===== config.mk =====
export PLATFORM = sky130hd
export DESIGN_NAME = i2c_regfile_slave
export DESIGN_NICKNAME = d
export VERILOG_FILES = /design/src/rtl/i2c_rf_pkg.sv /design/src/rtl/i2c_bus_sampler.sv /design/src/rtl/i2c_rf_store.sv /design/src/rtl/i2c_rf_engine.sv /design/src/rtl/i2c_regfile_slave.sv
export SDC_FILE = /design/constraint.sdc
export NUM_CORES = 1
export LEC_CHECK = 0
export BUFFER_PORTS_ARGS = -buffer_cell sky130_fd_sc_hd__buf_4
export CAP_MARGIN = 20
export CELL_PAD_IN_SITES_DETAIL_PLACEMENT = 1
export CELL_PAD_IN_SITES_GLOBAL_PLACEMENT = 1
export CORE_AREA = 8 8 307 309
export DETAILED_ROUTE_END_ITERATION = 7
export DIE_AREA = 0 0 315 317
export PLACE_DENSITY_LB_ADDON = 0.1
export SYNTH_ARGS = -nofsm -noshare
export SYNTH_HDL_FRONTEND = slang
export SYNTH_SLANG_ARGS = --single-unit

===== constraint.sdc =====
create_clock -name clk -period 10.15 [get_ports clk]
set_input_delay 0.5075 -clock clk [delete_from_list [all_inputs] [get_ports clk]]
set_output_delay 0.5075 -clock clk [all_outputs]
set_load 0.01 [all_outputs]

===== src/rtl/i2c_rf_pkg.sv =====
package i2c_rf_pkg;
  localparam int BYTE_W = 8;

  typedef enum logic [2:0] {
    S_IDLE, S_RX, S_ACK, S_TX, S_MACK
  } eng_state_t;

  typedef enum logic [1:0] {
    K_DEV, K_PTR, K_DATA
  } byte_kind_t;
endpackage


===== src/rtl/i2c_bus_sampler.sv =====
module i2c_bus_sampler #(
  parameter int STAGES = 2
) (
  input  logic clk,
  input  logic rst_n,
  input  logic scl_i,
  input  logic sda_i,
  output logic scl_s,
  output logic sda_s,
  output logic scl_rise,
  output logic scl_fall,
  output logic start_det,
  output logic stop_det
);
  logic [STAGES-1:0] scl_pipe, sda_pipe;
  logic scl_q, sda_q;

  always_ff @(posedge clk or negedge rst_n) begin
    if (!rst_n) begin
      scl_pipe <= '1;
      sda_pipe <= '1;
      scl_q    <= 1'b1;
      sda_q    <= 1'b1;
    end else begin
      scl_pipe <= {scl_pipe[STAGES-2:0], scl_i};
      sda_pipe <= {sda_pipe[STAGES-2:0], sda_i};
      scl_q    <= scl_pipe[STAGES-1];
      sda_q    <= sda_pipe[STAGES-1];
    end
  end

  assign scl_s     = scl_pipe[STAGES-1];
  assign sda_s     = sda_pipe[STAGES-1];
  assign scl_rise  = scl_s & ~scl_q;
  assign scl_fall  = ~scl_s & scl_q;
  assign start_det = scl_s & scl_q & sda_q & ~sda_s;
  assign stop_det  = scl_s & scl_q & ~sda_q & sda_s;
endmodule


===== src/rtl/i2c_rf_store.sv =====
module i2c_rf_store #(
  parameter int AW = 6,
  parameter int DW = 8
) (
  input  logic          clk,
  input  logic          we,
  input  logic [AW-1:0] waddr,
  input  logic [DW-1:0] wdata,
  input  logic [AW-1:0] a_addr,
  output logic [DW-1:0] a_data,
  input  logic          b_re,
  input  logic [AW-1:0] b_addr,
  output logic [DW-1:0] b_data
);
  localparam int DEPTH = 1 << AW;
  logic [DW-1:0] mem [DEPTH];

  always_ff @(posedge clk) begin
    if (we) mem[waddr] <= wdata;
    if (b_re) b_data <= mem[b_addr];
  end

  assign a_data = mem[a_addr];
endmodule


===== src/rtl/i2c_rf_engine.sv =====
module i2c_rf_engine
  import i2c_rf_pkg::*;
#(
  parameter logic [6:0] DEV_ADDR = 7'h68,
  parameter int         AW       = 6
) (
  input  logic              clk,
  input  logic              rst_n,
  input  logic              scl_s,
  input  logic              sda_s,
  input  logic              scl_rise,
  input  logic              scl_fall,
  input  logic              start_det,
  input  logic              stop_det,
  input  logic              inhibit,
  input  logic [BYTE_W-1:0] mem_rdata,
  output logic [AW-1:0]     ptr,
  output logic              wr_en,
  output logic [BYTE_W-1:0] wr_data,
  output logic              sda_oe
);
  eng_state_t        state;
  byte_kind_t        kind;
  logic              rw, full, inc_on_ack, mack;
  logic [2:0]        bitcnt;
  logic [BYTE_W-1:0] shreg;
  logic [BYTE_W-1:0] tx_byte;

  assign tx_byte = inhibit ? '1 : mem_rdata;
  assign wr_en   = (state == S_RX) && scl_fall && full && (kind == K_DATA)
                   && !inhibit && !start_det && !stop_det;
  assign wr_data = shreg;

  always_ff @(posedge clk or negedge rst_n) begin
    if (!rst_n) begin
      state <= S_IDLE; kind <= K_DEV; rw <= 1'b0; full <= 1'b0;
      inc_on_ack <= 1'b0; mack <= 1'b0; bitcnt <= '0; shreg <= '0;
      ptr <= '0; sda_oe <= 1'b0;
    end else if (start_det) begin
      state <= S_RX; kind <= K_DEV; bitcnt <= '0; full <= 1'b0; sda_oe <= 1'b0;
    end else if (stop_det) begin
      state <= S_IDLE; full <= 1'b0; sda_oe <= 1'b0;
    end else begin
      unique case (state)
        S_RX: begin
          if (scl_rise) begin
            shreg  <= {shreg[BYTE_W-2:0], sda_s};
            bitcnt <= bitcnt + 3'd1;
            full   <= (bitcnt == 3'd7);
          end else if (scl_fall && full) begin
            full       <= 1'b0;
            inc_on_ack <= 1'b0;
            unique case (kind)
              K_DEV: begin
                if (shreg[7:1] == DEV_ADDR && !inhibit) begin
                  rw <= shreg[0]; sda_oe <= 1'b1; state <= S_ACK;
                end else state <= S_IDLE;
              end
              K_PTR: begin
                if (!inhibit) begin
                  ptr <= shreg[AW-1:0]; sda_oe <= 1'b1; state <= S_ACK;
                end else state <= S_IDLE;
              end
              default: begin
                if (!inhibit) begin
                  inc_on_ack <= 1'b1; sda_oe <= 1'b1; state <= S_ACK;
                end else state <= S_IDLE;
              end
            endcase
          end
        end
        S_ACK: begin
          if (scl_rise && inc_on_ack) ptr <= ptr + 1'b1;
          if (scl_fall) begin
            bitcnt     <= '0;
            inc_on_ack <= 1'b0;
            if (kind == K_DEV && rw) begin
              state <= S_TX; shreg <= tx_byte; sda_oe <= ~tx_byte[7];
            end else begin
              state  <= S_RX; sda_oe <= 1'b0;
              kind   <= (kind == K_DEV) ? K_PTR : K_DATA;
            end
          end
        end
        S_TX: begin
          if (scl_fall) begin
            if (bitcnt == 3'd7) begin
              state <= S_MACK; sda_oe <= 1'b0;
            end else begin
              shreg  <= {shreg[BYTE_W-2:0], 1'b1};
              sda_oe <= ~shreg[6];
              bitcnt <= bitcnt + 3'd1;
            end
          end
        end
        S_MACK: begin
          if (scl_rise) begin
            mack <= ~sda_s;
            if (!sda_s) ptr <= ptr + 1'b1;
          end else if (scl_fall) begin
            bitcnt <= '0;
            if (mack) begin
              state <= S_TX; shreg <= tx_byte; sda_oe <= ~tx_byte[7];
            end else state <= S_IDLE;
          end
        end
        default: ;
      endcase
    end
  end

  // the enable changes only in a cycle that follows a low SCL sample
  p_sda_low_scl_r8: assert property (@(posedge clk) disable iff (!rst_n)
    (sda_oe != $past(sda_oe)) |-> !$past(scl_s));
  // an address acknowledge only follows a matching, uninhibited address
  p_ack_match_r3: assert property (@(posedge clk) disable iff (!rst_n)
    ($rose(sda_oe) && $past(state) == S_RX && $past(kind) == K_DEV)
      |-> ($past(shreg[7:1]) == DEV_ADDR && !$past(inhibit)));
  // the pointer moves only on an SCL rise or on a word-address load
  p_ptr_event_r4: assert property (@(posedge clk) disable iff (!rst_n)
    (ptr != $past(ptr)) |-> ($past(scl_rise) || $past(state == S_RX && kind == K_PTR)));
  // a START always leaves SDA released
  p_start_release_r7: assert property (@(posedge clk) disable iff (!rst_n)
    $past(start_det) |-> !sda_oe);
endmodule


===== src/rtl/i2c_regfile_slave.sv =====
module i2c_regfile_slave
  import i2c_rf_pkg::*;
#(
  parameter logic [6:0] DEV_ADDR    = 7'h68,
  parameter int         AW          = 6,
  parameter int         SYNC_STAGES = 2
) (
  input  logic              clk,
  input  logic              rst_n,
  input  logic              scl_i,
  input  logic              sda_i,
  output logic              sda_oe,
  input  logic              wr_inhibit,
  input  logic              host_valid,
  output logic              host_ready,
  input  logic              host_we,
  input  logic [AW-1:0]     host_addr,
  input  logic [BYTE_W-1:0] host_wdata,
  output logic              host_rvalid,
  output logic [BYTE_W-1:0] host_rdata
);
  logic scl_s, sda_s, scl_rise, scl_fall, start_det, stop_det;
  logic [AW-1:0]     ptr;
  logic              eng_we, mem_we, host_fire;
  logic [BYTE_W-1:0] eng_wdata, mem_wdata, a_data;
  logic [AW-1:0]     mem_waddr;

  i2c_bus_sampler #(.STAGES(SYNC_STAGES)) u_smp (
    .clk(clk), .rst_n(rst_n), .scl_i(scl_i), .sda_i(sda_i),
    .scl_s(scl_s), .sda_s(sda_s), .scl_rise(scl_rise), .scl_fall(scl_fall),
    .start_det(start_det), .stop_det(stop_det));

  i2c_rf_engine #(.DEV_ADDR(DEV_ADDR), .AW(AW)) u_eng (
    .clk(clk), .rst_n(rst_n), .scl_s(scl_s), .sda_s(sda_s),
    .scl_rise(scl_rise), .scl_fall(scl_fall), .start_det(start_det),
    .stop_det(stop_det), .inhibit(wr_inhibit), .mem_rdata(a_data),
    .ptr(ptr), .wr_en(eng_we), .wr_data(eng_wdata), .sda_oe(sda_oe));

  assign host_ready = !wr_inhibit && !eng_we;
  assign host_fire  = host_valid && host_ready;
  assign mem_we     = eng_we || (host_fire && host_we);
  assign mem_waddr  = eng_we ? ptr : host_addr;
  assign mem_wdata  = eng_we ? eng_wdata : host_wdata;

  i2c_rf_store #(.AW(AW), .DW(BYTE_W)) u_mem (
    .clk(clk), .we(mem_we), .waddr(mem_waddr), .wdata(mem_wdata),
    .a_addr(ptr), .a_data(a_data),
    .b_re(host_fire && !host_we), .b_addr(host_addr), .b_data(host_rdata));

  always_ff @(posedge clk or negedge rst_n) begin
    if (!rst_n) host_rvalid <= 1'b0;
    else        host_rvalid <= host_fire && !host_we;
  end

  // no storage write while inhibited
  p_no_write_inhibit_r9: assert property (@(posedge clk) disable iff (!rst_n)
    mem_we |-> !wr_inhibit);
  // read data valid only one cycle after an accepted read
  p_rvalid_follows_r10: assert property (@(posedge clk) disable iff (!rst_n)
    host_rvalid |-> $past(host_valid && !host_we && !wr_inhibit));
endmodule


### Word level (Yosys, flattened, before mapping)

Memories as Yosys holds them, arrays and structs flattened. A register that Yosys moved wholly into a read port is not among the register bits.
Cells that the tools add are included.
Widths: inputs -> output; s select.

* bitwise gates (word level): 16
* add/sub/neg operators: 2
* equality and inequality tests: 39
* reductions and logical operators: 41
* mux-type cells: 77

Operators by type and width (count)
* $mux 8: 10
* $mux 3: 17
* $mux 6: 8
* $pmux 8 s4: 1
* $mux 1: 26
* $pmux 3 s4: 2
* $mux 2: 10
* $ne 2x1->1 const B: 10
* $ne 4x1->1 const B: 5
* $reduce_and 10->1: 2
* $pmux 6 s3: 1
* $logic_and 1x1->1: 14
* $ne 2x2->1 const B: 7
* $reduce_and 6->1: 2
* $reduce_and 11->1: 1
* $ne 5x3->1 const B: 2
* $not 1->1: 9
* $ne 4x4->1 const B: 2
* $reduce_and 4->1: 2
* $reduce_and 8->1: 1
* $reduce_bool 4->1: 2
* $and 1x1->1: 7
* $eq 7x7->1 const B: 1
* $reduce_and 7->1: 1
* 22 further kinds: 32

* memories: 1
* register bits after elaboration: 34
* word-level logic and storage cells: 191
* bits in writable memories: 512
* input bits: 21

Memory list
* u_mem.mem: words 64, width 8, read ports 2, clocked after memory_dff 1, write ports 1, line i2c_rf_store.sv:16 `logic [DW-1:0] mem [DEPTH];`

### Logic depth before layout (Yosys ltp)

Gate-level depths: netlist (run 1).

* depth in word-level cells: 15
* mapped depth: 11

### Hierarchy

A second synthesis (run 1) with hierarchy kept.

* cells, all modules: 1441
* area total of the unflattened synthesis: 26391.6 um^2

Modules (own cells, without submodules)
* i2c_rf_store: sequential area each 15615.0 um^2, cells an instance 1216, area an instance 24178.2 um^2, times used 1
* i2c_rf_engine: sequential area each 675.6 um^2, cells an instance 194, area an instance 1744.2 um^2, times used 1
* i2c_regfile_slave: sequential area each 25.0 um^2, cells an instance 21, area an instance 279.0 um^2, times used 1
* i2c_bus_sampler: sequential area each 157.7 um^2, cells an instance 10, area an instance 190.2 um^2, times used 1

### Worst setup path before layout (run 1)

Ideal clock, no wire load.

* path kind: reg2reg
* start point: register u_eng.state[1]
* end point: memory u_mem.mem[0][6], data pin
* setup time: 518 ps
* period minus slack after synthesis: 4214 ps
* path slack: 5936 ps
* path buffers: 4
* cell stages (with the launch flop): 9
* data arrival time: 3696 ps
* cell sequence: dfrtp_1 > buf_2 > or3b_4 > or3_1 > or3_1 > buf_6 > buf_2 > buf_2 > o21ai_1

* word-level cells in the longest chain between the ends: 8

Ends and longest elaborated chain
* start, declared: line i2c_rf_engine.sv:22 `eng_state_t state;`
* start signal, assigned: line i2c_rf_engine.sv:36 `state <= S_IDLE; kind <= K_DEV; rw <= 1'b0; full <= 1'b0;`
* start signal, assigned: line i2c_rf_engine.sv:40 `state <= S_RX; kind <= K_DEV; bitcnt <= '0; full <= 1'b0; sda_oe <= 1'b0;`
* start signal, assigned: line i2c_rf_engine.sv:42 `state <= S_IDLE; full <= 1'b0; sda_oe <= 1'b0;`
* $eq 3x1->1: line i2c_rf_engine.sv:30 `assign wr_en = (state == S_RX) && scl_fall && full && (kind == K_DATA)`
* $logic_and 1x1->1 (3 in series): line i2c_rf_engine.sv:30
* $logic_and 1x1->1 (3 in series): line i2c_rf_engine.sv:31 `&& !inhibit && !start_det && !stop_det;`
* $mux 8: line i2c_regfile_slave.sv:43 `assign mem_wdata = eng_we ? eng_wdata : host_wdata;`
* via mem_wdata[6]: line i2c_regfile_slave.sv:25 `logic [BYTE_W-1:0] eng_wdata, mem_wdata, a_data;`
* end, declared: line i2c_rf_store.sv:16

The timed path passes the listed nets, and every way through them passes these cells.

### Final worst setup path (run 1)

* start point: register u_eng.state[0]
* end point: memory u_mem.mem[55][5] (enable)

* word-level cells in the longest chain between the ends: 14
* elaborated cells between the ends (all ways): 15

Ends and longest elaborated chain
* $eq 3x1->1 *: line i2c_rf_engine.sv:30
* $logic_and 1x1->1 * (3 in series): line i2c_rf_engine.sv:30
* $logic_and 1x1->1 * (3 in series): line i2c_rf_engine.sv:31
* $logic_not 1->1: line i2c_regfile_slave.sv:39 `assign host_ready = !wr_inhibit && !eng_we;`
* $logic_and 1x1->1: line i2c_regfile_slave.sv:39
* $logic_and 1x1->1: line i2c_regfile_slave.sv:40 `assign host_fire = host_valid && host_ready;`
* $logic_and 1x1->1: line i2c_regfile_slave.sv:41 `assign mem_we = eng_we || (host_fire && host_we);`
* $logic_or 1x1->1: line i2c_regfile_slave.sv:41
* $mux 1: line i2c_rf_store.sv:19 `if (we) mem[waddr] <= wdata;`
* $mux 1 (implied by the code): line i2c_rf_store.sv:19

Mark *: on every way between the ends. The rest lies on a longest branch, timed or not.

==> metrics.cfg, run 1 <==
[critical_path]
timing.critical_path.mode_cell = or3_1
critical_path.n_buffers_inverters = 1
worst_ep_arrival_time_ns = 4.56
worstSetupStartpoint = u_eng.state[0]
worstSetupEndpointType = flip-flop
regToRegStartpoint = u_eng.state[0]
worst_path_largest_cell_delay_ns = 0.84
worst-r2r-cell-count = 7
critical_path_class = reg2reg
flop2flop_setup_slack_ns = 5.82
worstPathMaxFanout = 23
cp-endpoint = u_mem.mem[55][5]
critPathSlowestCell = nor2_1
timing.rr.end = u_mem.mem[55][5]
critPathLaunchType = flip-flop
cpLargestDelayFamily = simple AND/OR/NAND/NOR gates
critPathRequiredTime_ns = 10.38
cp_cell_sequence = or3b_4 > or3_1 > or3_1 > buf_4 > mux2i_2 > nand2_1 > nor2_1
critical_path_cell_count = 7

[clocking]
clock_insertion_delay_worst_skew_ns = 0.60
cts_tree = done
clock_tree.buffer_depth = 3
cts.root.buffer_cell = clkbuf_16
cts_resized = 0
cts-buffers-inserted = 68
cts-htree-levels = 3
post_cts_hold_buffer_count = 3
cts.sink_count = 554
cts_setup_buffers = 0
clkTransAtPathRegs_ns = 0.06

[routing]
detail-route-antenna-nets = 0
drt_first_pass_iters = 5
dr_total_vias = 15225
drc = 0
finalWirelength_mm = 96.1
drt_iter0_drc = 1512
via_per_inst = 5.56
wl_per_cell_um = 35.1

[floorplan]
rows = 110
initial_core_util_pct = 29.8
placeableCoreArea_um2 = 89300
die_width_um = 315
number_of_top_level_design_ports = 32
die_h_um = 317
die_area_um2 = 99900

[power_and_ir_drop]
p_total_mw = 7.04
powerDensity_nw_per_um2 = 232
peak_supply_drop_mv = 0.147
static-leakage-power_nw = 9.50

[status]
outcome = completed

[sta]
finalCriticalPeriod_ns = 4.33
report.final.setup_viol = 0
timing.final.hold_violations = 0
setup_total_negative_slack_ns = 0
slew_headroom_pct = 20.3
fmaxAchievable_mhz = 231
worstMarginPinSlew_ns = 1.18
grt_setup_unrepaired = false
fin_worst_skew_ns = 0.0199
min_period_over_period_pct = 42.7
final.hold.worst_slack_ns = 0.357
slew_viol_final = 0

[global_route]
grt.total_usage_pct = 19.3
grt-ovfl-total = 0
grt_pass1_vias = 16284
grt_pass1_wl_mm = 135
grt_start_max_net_pins = 83
initial_antenna_violation_count = 6

[logic_synthesis]
async_reset_ff_share_pct = 6.14
post_synth_instance_area_um2 = 26600
synth_enable_flop_cells = 520
postSynthCellCount = 1464
ys_ff_latch = 554
yosys_warnings = 0
postSynth.topFlopCell = edfxtp_1
syn_nets = 1488
synth.avg_cell_area_um2 = 18.2
synth_seq_area_share_pct = 61.9
synth_cell_types = 74

[cells_and_area]
leading_cell_types_in_the_layout_fill_and_taps_excluded = 520 x edfxtp_1, 280 x mux4_2, 96 x nor2_1, 81 x buf_4, 70 x clkbuf_16
mostFrequentLayoutCell = edfxtp_1
regArea_um2 = 16500
layout.filler_cells = 8848
post_route_cells_drive_above_1_share_pct = 33.0
area_added_between_synthesis_and_finish_pct = 14.4
postLayoutCoreUtil_pct = 34.0
finish.net_count = 1535
multi_input_comb_area_um2 = 9560

[flow_run]
cap_violations = 0

[hold_path]
holdCritPathClass = reg2reg

[placed_design]
place.detailed.hpwl_mm = 62.9
buffer_ports.inserted = 31
gp_routability_congestion = 0.789

## through the flow
step / std cells / setup slack (ns) / cell area (um^2)
2_1_floorplan: 1464 / 5.94 / 26600
3_3_place_gp: 2607 / 5.48 / 28200
3_5_place_dp: 2613 / 5.45 / 28300
4_1_cts: 2737 / 5.79 / 30400
5_1_grt: 2738 / 5.64 / 30400
6_report: 2739 / 5.82 / 30400
## state kept, by name (all words and copies together) (netlist names), 3 cells and up
register / cells
u_mem.mem: 512
u_eng.wr_data: 8
u_eng.state: 3
u_eng.bitcnt: 3
u_mem.b_data: 8
u_eng.ptr: 6
## layout make-up
type | count | area share (%)
Antenna cell | 1 | 0.00823
Clock buffer | 88 | 5.98
Clock inverter | 33 | 0.950
Inverter | 10 | 0.123
Multi-Input combinational cell | 784 | 31.4
Sequential cell | 554 | 54.2
Tap cell | 1176 | 4.84
Timing Repair Buffer | 93 | 2.47
## worst reg2reg max path, stage by stage, from the launching register on
cell and delay, ns:
dfrtp_1 0.66, or3b_4 0.48, or3_1 0.33, or3_1 0.35, buf_4 0.25, mux2i_2 0.63
nand2_1 0.41, nor2_1 0.84
## worst min-delay path by stage
stage,from,to,slack (ns),cells past startpoint
floorplan,rst_n,host_rvalid,0.21,0
global placement,u_smp.scl_pipe[0],u_smp.scl_pipe[1],0.35,0
detailed placement,u_smp.scl_pipe[0],u_smp.scl_pipe[1],0.35,0
CTS,u_smp.sda_pipe[0],u_smp.sda_pipe[1],0.35,0
global route,u_smp.scl_pipe[0],u_smp.scl_pipe[1],0.36,0
finish,u_smp.scl_pipe[0],u_smp.scl_pipe[1],0.36,0
## where the power goes
group          switching (mW)  internal [mW]
combinational            1.21          0.772
clock                   0.977           1.37
sequential              0.162           2.55
total                    2.35           4.70
## per-layer routing
metal  global-route usage [%]  part of all wire, %  vias to the layer above
li1                         -                    -                     6254
met5                        0                    0                        -
met3                     2.36                  5.0                      117
met2                     31.1                   47                      413
met4                     5.13                  2.4                        0
met1                     27.5                   46                     8441
## synthesized netlist by cell type, drive strengths merged, types with 13 or more instances
master | instances | area [um^2]
nor2 | 112 | 460
nand2 | 51 | 191
dfrtp | 28 | 701
nor2b | 21 | 131
edfxtp | 520 | 15600
mux4 | 280 | 6310
o21ai | 31 | 155
a21oi | 37 | 185
clkbuf | 56 | 210
mux2i | 60 | 604
mux2 | 22 | 251
nand3 | 13 | 65.1
buf | 60 | 330
## cell families after synthesis
group	Yosys count	share of synthesized area, %
XOR/XNOR	3	0.0988
AND/OR/NAND/NOR	261	4.73
multiplexers	362	26.9
flip-flops	554	61.9
AO/OA/AOI/OAI	155	3.98
adder cells (fa/ha/maj)	3	0.141
buffers and inverters	126	2.17
(Power assumes the default switching activity.)
==> run 2: changes to the inputs <==
Clock period 10.15 ns to 3.65 ns, I/O delays scaled along.
==> metrics.cfg, run 2 (synthesized netlist as in run 1, its figures left out) <==
[routing]
drt_first_pass_iters = 5  ; unchanged
via_per_inst = 5.48  ; -1.5%
drc = 0  ; unchanged
finalWirelength_mm = 96.2  ; +0.11%
drt_iter0_drc = 1270  ; -16%
dr_total_vias = 15576  ; +2.3%
wl_per_cell_um = 33.8  ; -3.6%
detail-route-antenna-nets = 0  ; unchanged

[clocking]
cts_tree = done
cts.root.buffer_cell = clkbuf_16
clock_tree.buffer_depth = 3  ; unchanged
cts-htree-levels = 3  ; unchanged
clock_insertion_delay_worst_skew_ns = 0.62  ; +0.02 ns
cts.sink_count = 554  ; unchanged
cts_setup_buffers = 0  ; unchanged
cts-buffers-inserted = 67  ; -1.5%
clkTransAtPathRegs_ns = 0.06  ; about the same

[floorplan]
rows = 110  ; unchanged
placeableCoreArea_um2 = 89300  ; unchanged
die_h_um = 317  ; unchanged
number_of_top_level_design_ports = 32  ; unchanged
die_width_um = 315  ; unchanged
initial_core_util_pct = 29.8  ; unchanged
die_area_um2 = 99900  ; unchanged

[status]
outcome = completed

[sta]
min_period_over_period_pct = 98.2  ; +55 points
slew_viol_final = 0  ; unchanged
report.final.setup_viol = 0  ; unchanged
fin_worst_skew_ns = 0.0299  ; +0.00997 ns
final.hold.worst_slack_ns = 0.0610  ; -0.296 ns
slew_headroom_pct = 38.0  ; +18 points
fmaxAchievable_mhz = 279  ; +21%
grt_setup_unrepaired = false
finalCriticalPeriod_ns = 3.58  ; -0.749 ns
timing.final.hold_violations = 0  ; unchanged
worstMarginPinSlew_ns = 0.929  ; -0.255 ns

[global_route]
grt_start_max_net_pins = 65  ; -22%
grt_pass1_wl_mm = 135  ; +0.11%
grt-ovfl-total = 0  ; unchanged
initial_antenna_violation_count = 2  ; -4
groute.layer.met1.usage_pct = 26.8  ; -0.77 points
met2_usage_pct = 31.6  ; +0.52 points
grt-busiest-layer = met2
grt_pass1_vias = 16593  ; +1.9%
grt_util_met3_pct = 2.59  ; +0.23 points
grt.total_usage_pct = 19.2  ; -0.11 points

[flow_run]
cap_violations = 0  ; unchanged

[placed_design]
buffer_ports.inserted = 31  ; unchanged
gp_routability_congestion = 0.815  ; +3.3%
place.detailed.hpwl_mm = 67.3  ; +6.9%
dp_cells = 2718  ; +4.0%

[cells_and_area]
post_route_cells_drive_above_1_share_pct = 36.9  ; +4.0 points
mostFrequentLayoutCell = edfxtp_1
area_added_between_synthesis_and_finish_pct = 18.4
leading_cell_types_in_the_layout_fill_and_taps_excluded = 520 x edfxtp_1, 280 x mux4_2, 171 x buf_4, 91 x nor2_1, 73 x clkbuf_16
regMostFlops = u_mem.mem
layout.filler_cells = 8859  ; +0.12%
largest_reg_flops = 512  ; unchanged
finish.net_count = 1639  ; +6.8%
finish.cell_count_without_fillers = 2844  ; +3.8%

[critical_path]
worstSetupStartpoint = u_eng.state[2]
worst_path_largest_cell_delay_ns = 0.47  ; -0.37 ns
flop2flop_setup_slack_ns = 0.07  ; -5.75 ns
worst_ep_arrival_time_ns = 3.82  ; -0.74 ns
critical_path_class = reg2reg
critPathRequiredTime_ns = 3.89  ; -6.49 ns
critPathSlowestCell = nor2_2
timing.critical_path.mode_cell = or3_1
worst-r2r-cell-count = 8  ; +1
critPathLaunchType = flip-flop
regToRegStartpoint = u_eng.state[2]
worstPathMaxFanout = 23  ; unchanged
cp_cell_sequence = or3b_4 > or3_1 > or3_1 > buf_12 > mux2_4 > or2_1 > buf_4 > nor2_2
timing.rr.end = u_mem.mem[56][7]
worstSetupEndpointType = flip-flop

[hold_path]
holdCritPathClass = in2reg
worstHoldEndpoint = u_eng.inc_on_ack
hold_start = wr_inhibit
whs_path_depth = 5  ; +5

[power_and_ir_drop]
static-leakage-power_nw = 10.1  ; +6.4%
powerDensity_nw_per_um2 = 646  ; +180%
peak_supply_drop_mv = 0.248  ; +69%

[run 2: worst max-delay path by stage]
stage	to	slack, ns	cells after the start
floorplan	u_mem.mem[0][6]	0.21	8
CTS	u_mem.mem[10][4]	-0.005	7
global route	u_mem.mem[56][7]	0.005	8
finish	u_mem.mem[56][7]	0.07	8
global placement	u_mem.mem[42][5]	-0.03	8
detailed placement	u_mem.mem[42][7]	-0.09	8
[run 2: what timing repair did]
action                     4_1_cts  5_1_grt
hold endpoints to repair        37        0
hold buffers                     4        0
gates cloned                     0        0
setup endpoints to repair       13       34
resized for setup                1        6
[run 2: per-stage QoR]
stage               area [um^2]  TNS [ns]  util [%]  setup slack, ns  total power [mW]
floorplan                 26600         0         -            0.214              11.0
global placement          29300    -0.240      32.8          -0.0305              13.9
detailed placement        29300    -0.686      32.8          -0.0866              13.9
CTS                       31500   -0.0199      35.2         -0.00502              20.6
global route              31500         0      35.3          0.00481              21.0
finish                    31500         0      35.3           0.0663              20.3
[run 2: cell type report]
| class | instances | area (um^2) | area share, % |
|---|---|---|---|
| sequential | 554 | 16500 | 52.3 |
| multi-input combinational | 784 | 9580 | 30.4 |
| clock buffer | 90 | 1900 | 6.03 |
| timing repair buffer | 198 | 1770 | 5.62 |
| tap | 1176 | 1470 | 4.67 |
| clock inverter | 29 | 249 | 0.791 |
| inverter | 10 | 37.5 | 0.119 |
| antenna | 3 | 7.51 | 0.0238 |
[run 2: layer usage]
| metal | part of all wire [%] | vias up |
|---|---|---|
| met5 | 0 | - |
| met4 | 2.0 | 0 |
| met3 | 4.3 | 100 |
| met2 | 48 | 428 |
| met1 | 46 | 8590 |
| li1 | - | 6458 |
[run 2: worst max-delay path: cells and delay by family (launching register included)]
family | cells | cell delay [ns]
simple gates | 5 | 2.00
buf+inv | 2 | 0.45
flops | 1 | 0.38
mux | 1 | 0.34
[run 2: power by group]
part	switching, mW	internal, mW	total (mW)
logic	3.69	2.56	6.25
clock network	2.66	3.99	6.65
registers	0.341	7.10	7.44
total	6.69	13.6	20.3
==> run 3: changes to the inputs <==
Settings changed: ABC_AREA set to 1, CORE_AREA 8 8 307 309 to 8 8 313 315, DIE_AREA 0 0 315 317 to 0 0 321 323.
==> metrics.cfg, run 3 <==
[status]
outcome = completed

[sta]
min_period_over_period_pct = 91.6  ; -6.6 points
fmaxAchievable_mhz = 299  ; +7.2%
timing.final.hold_violations = 0  ; unchanged
slew_headroom_pct = 31.7  ; -6.4 points
report.final.setup_viol = 0  ; unchanged
grt_setup_unrepaired = false
fin_worst_skew_ns = 0.0330  ; +0.00309 ns
setup_total_negative_slack_ns = 0  ; unchanged
fin_ws_ns = 0.307  ; +0.240 ns
slew_viol_final = 0  ; unchanged
finalCriticalPeriod_ns = 3.34  ; -0.240 ns
worstMarginPinSlew_ns = 1.02  ; +0.0944 ns

[critical_path]
critPathRequiredTime_ns = 3.88  ; about the same
worstPathMaxFanout = 14  ; -39%
critical_path.n_buffers_inverters = 2  ; unchanged
critical_path_cell_count = 10  ; +2
worstSetupStartpoint = u_smp.scl_q
cp-endpoint = u_mem.mem[36][6]
critical_path_class = reg2reg
cpLargestDelayFamily = simple AND/OR/NAND/NOR gates
critPathLaunchType = flip-flop
timing.rr.end = u_mem.mem[36][6]
critPathSlowestCell = nor2_1
worst_path_largest_cell_delay_ns = 0.82  ; +0.35 ns
flop2flop_setup_slack_ns = 0.31  ; +0.24 ns
worst-r2r-cell-count = 10  ; +2
worstSetupEndpointType = flip-flop
regToRegStartpoint = u_smp.scl_q
worst_ep_arrival_time_ns = 3.58  ; -0.24 ns
cp_cell_sequence = nand2_1 > nor2_1 > inv_1 > nor2_4 > nand4_4 > nand2_1 > o21ai_1 > inv_1 > nand4_1 > nor2_1

[floorplan]
die_width_um = 321  ; +1.9%
initial_core_util_pct = 29.7  ; -0.035 points
number_of_top_level_design_ports = 32  ; unchanged
rows = 112  ; +1.8%
placeableCoreArea_um2 = 92800  ; +3.9%
die_h_um = 323  ; +1.9%
die_area_um2 = 104000  ; +3.8%

[cells_and_area]
largest_reg_flops = 512  ; unchanged
post_route_cells_drive_above_1_share_pct = 9.94  ; -27 points
mostFrequentLayoutCell = o21ai_0
leading_cell_types_in_the_layout_fill_and_taps_excluded = 683 x o21ai_0, 520 x edfxtp_1, 396 x nor2_1, 309 x nand2_1, 286 x a21oi_1
finish.net_count = 3009  ; +84%
regMostFlops = u_mem.mem
antennaDiodeCount = 0  ; -3
area_added_between_synthesis_and_finish_pct = 17.3

[clocking]
cts.root.buffer_cell = clkbuf_16
cts.sink_count = 554  ; unchanged
cts_tree = done
cts-buffers-inserted = 70  ; +4.5%
clkTransAtPathRegs_ns = 0.06  ; about the same
cts_setup_buffers = 0  ; unchanged
clock_tree.buffer_depth = 3  ; unchanged
clock_insertion_delay_worst_skew_ns = 0.64  ; +0.02 ns
cts-htree-levels = 3  ; unchanged

[logic_synthesis]
postSynthCellCount = 2966  ; +100%
post_synth_instance_area_um2 = 27600  ; +3.7%
ys_top_cells_by_count = 689 x o21ai_0, 520 x edfxtp_1, 396 x nor2_1
synthDominantAreaCellType = edfxtp_1
synth.avg_cell_area_um2 = 9.30  ; -49%
synth_enable_flop_cells = 520  ; unchanged
ys_ff_latch = 554  ; unchanged
synth_cell_types = 38  ; -49%
postSynth.topFlopCell = edfxtp_1
synth_seq_area_share_pct = 59.7  ; -2.2 points
syn_nets = 2990  ; +100%
yosysTopAreaCellShare_pct = 56.6  ; -2.1 points
async_reset_ff_share_pct = 6.14  ; unchanged
yosys-top-cells-area = edfxtp_1 57%, o21ai_0 12%, nor2_1 5.4%, a21oi_1 5.2%, nand2_1 4.2%
synth.most_common_cell = o21ai_0
yosys_warnings = 0  ; unchanged

[routing]
dr_total_vias = 23687  ; +52%
via_per_inst = 5.52  ; +0.74%
drt_iter0_drc = 2097  ; +65%
detail-route-antenna-nets = 0  ; unchanged
drc = 0  ; unchanged
drt_first_pass_iters = 7  ; +2
finalWirelength_mm = 116  ; +20%
wl_per_cell_um = 27.0  ; -20%

[power_and_ir_drop]
p_total_mw = 21.9  ; +7.7%
static-leakage-power_nw = 11.5  ; +14%
powerDensity_nw_per_um2 = 677  ; +4.8%
peak_supply_drop_mv = 0.337  ; +36%

[placed_design]
buffer_ports.inserted = 31  ; unchanged
place.detailed.hpwl_mm = 75.9  ; +13%
post-place-ws_ns = 0.268  ; +0.355 ns
gp_routability_congestion = 0.871  ; +6.9%

[global_route]
grt_pass1_vias = 23858  ; +44%
grt.total_usage_pct = 21.9  ; +2.8 points
grt_start_max_net_pins = 100  ; +54%
initial_antenna_violation_count = 2  ; unchanged
grt-ovfl-total = 0  ; unchanged
grt_pass1_wl_mm = 170  ; +26%

[hold_path]
holdCritPathClass = in2async

[flow_run]
cap_violations = 0  ; unchanged

## run 3: power breakdown
part / internal [mW] / total (mW) / switching (mW)
clock: 4.51 / 7.39 / 2.88
sequential: 7.11 / 7.39 / 0.277
combinational: 1.87 / 7.14 / 5.27
total: 13.5 / 21.9 / 8.43
## run 3: area by class of cell
type,count,area [um^2]
multi-input combinational,1984,9550
clock buffer,81,1900
inverter,209,790
fill,10519,60400
sequential,554,16500
clock inverter,45,518
timing repair buffer,166,1560
tap,1254,1570
## run 3: per-layer routing
layer  up-vias  share of wire, %  routed length, um  GRT usage, %
met5         -                 0                  0             0
met4         0               2.5               2890          5.83
met3       153               4.9               5630          2.49
met2       716                44              51400          33.9
met1     12281                48              55900          32.5
li1      10537                 -                  -             -
## run 3: worst min path at each step
stage          startpoint  slack [ns]                to
6_report            rst_n        0.08      u_eng.ptr[4]
5_1_grt             rst_n        0.12  u_eng.wr_data[5]
4_1_cts             rst_n        0.05      u_eng.ptr[4]
3_5_place_dp        rst_n        0.18      u_eng.sda_oe
3_3_place_gp        rst_n        0.18    u_eng.state[0]
2_1_floorplan       rst_n       -0.11       host_rvalid
## run 3: logic make-up after synthesis
| group | synth area share (%) |
|---|---|
| muxes | 0.190 |
| xor gates and xnor gates | 0.0635 |
| DFF | 59.7 |
| buffers and inverters | 5.92 |
| and+or+nand+nor | 12.8 |
| AOI/OAI and AO/OA | 21.2 |
| adders and majority gates | 0.136 |
## run 3: through the flow
step	hold slack [ns]	utilization, %	area [um^2]	instances
CTS	0.0536	34.9	32400	4293
floorplan	-0.113	-	27600	2966
detailed placement	0.182	32.2	29900	4161
global route	0.122	34.9	32400	4293
global placement	0.176	32.2	29900	4161
finish	0.0761	34.9	32400	4293
## run 3: worst register-to-register path, cell delays in order, from the launching register on
cell	delay, ns
dfstp_2	0.55
nand2_1	0.09
nor2_1	0.15
inv_1	0.11
nor2_4	0.15
nand4_4	0.22
nand2_1	0.14
o21ai_1	0.15
inv_1	0.17
nand4_1	0.42
nor2_1	0.82
## run 3: timing repair
item	CTS	global route
hold buffers	6	0
endpoints found under the hold margin	38	0
resized for setup	0	0
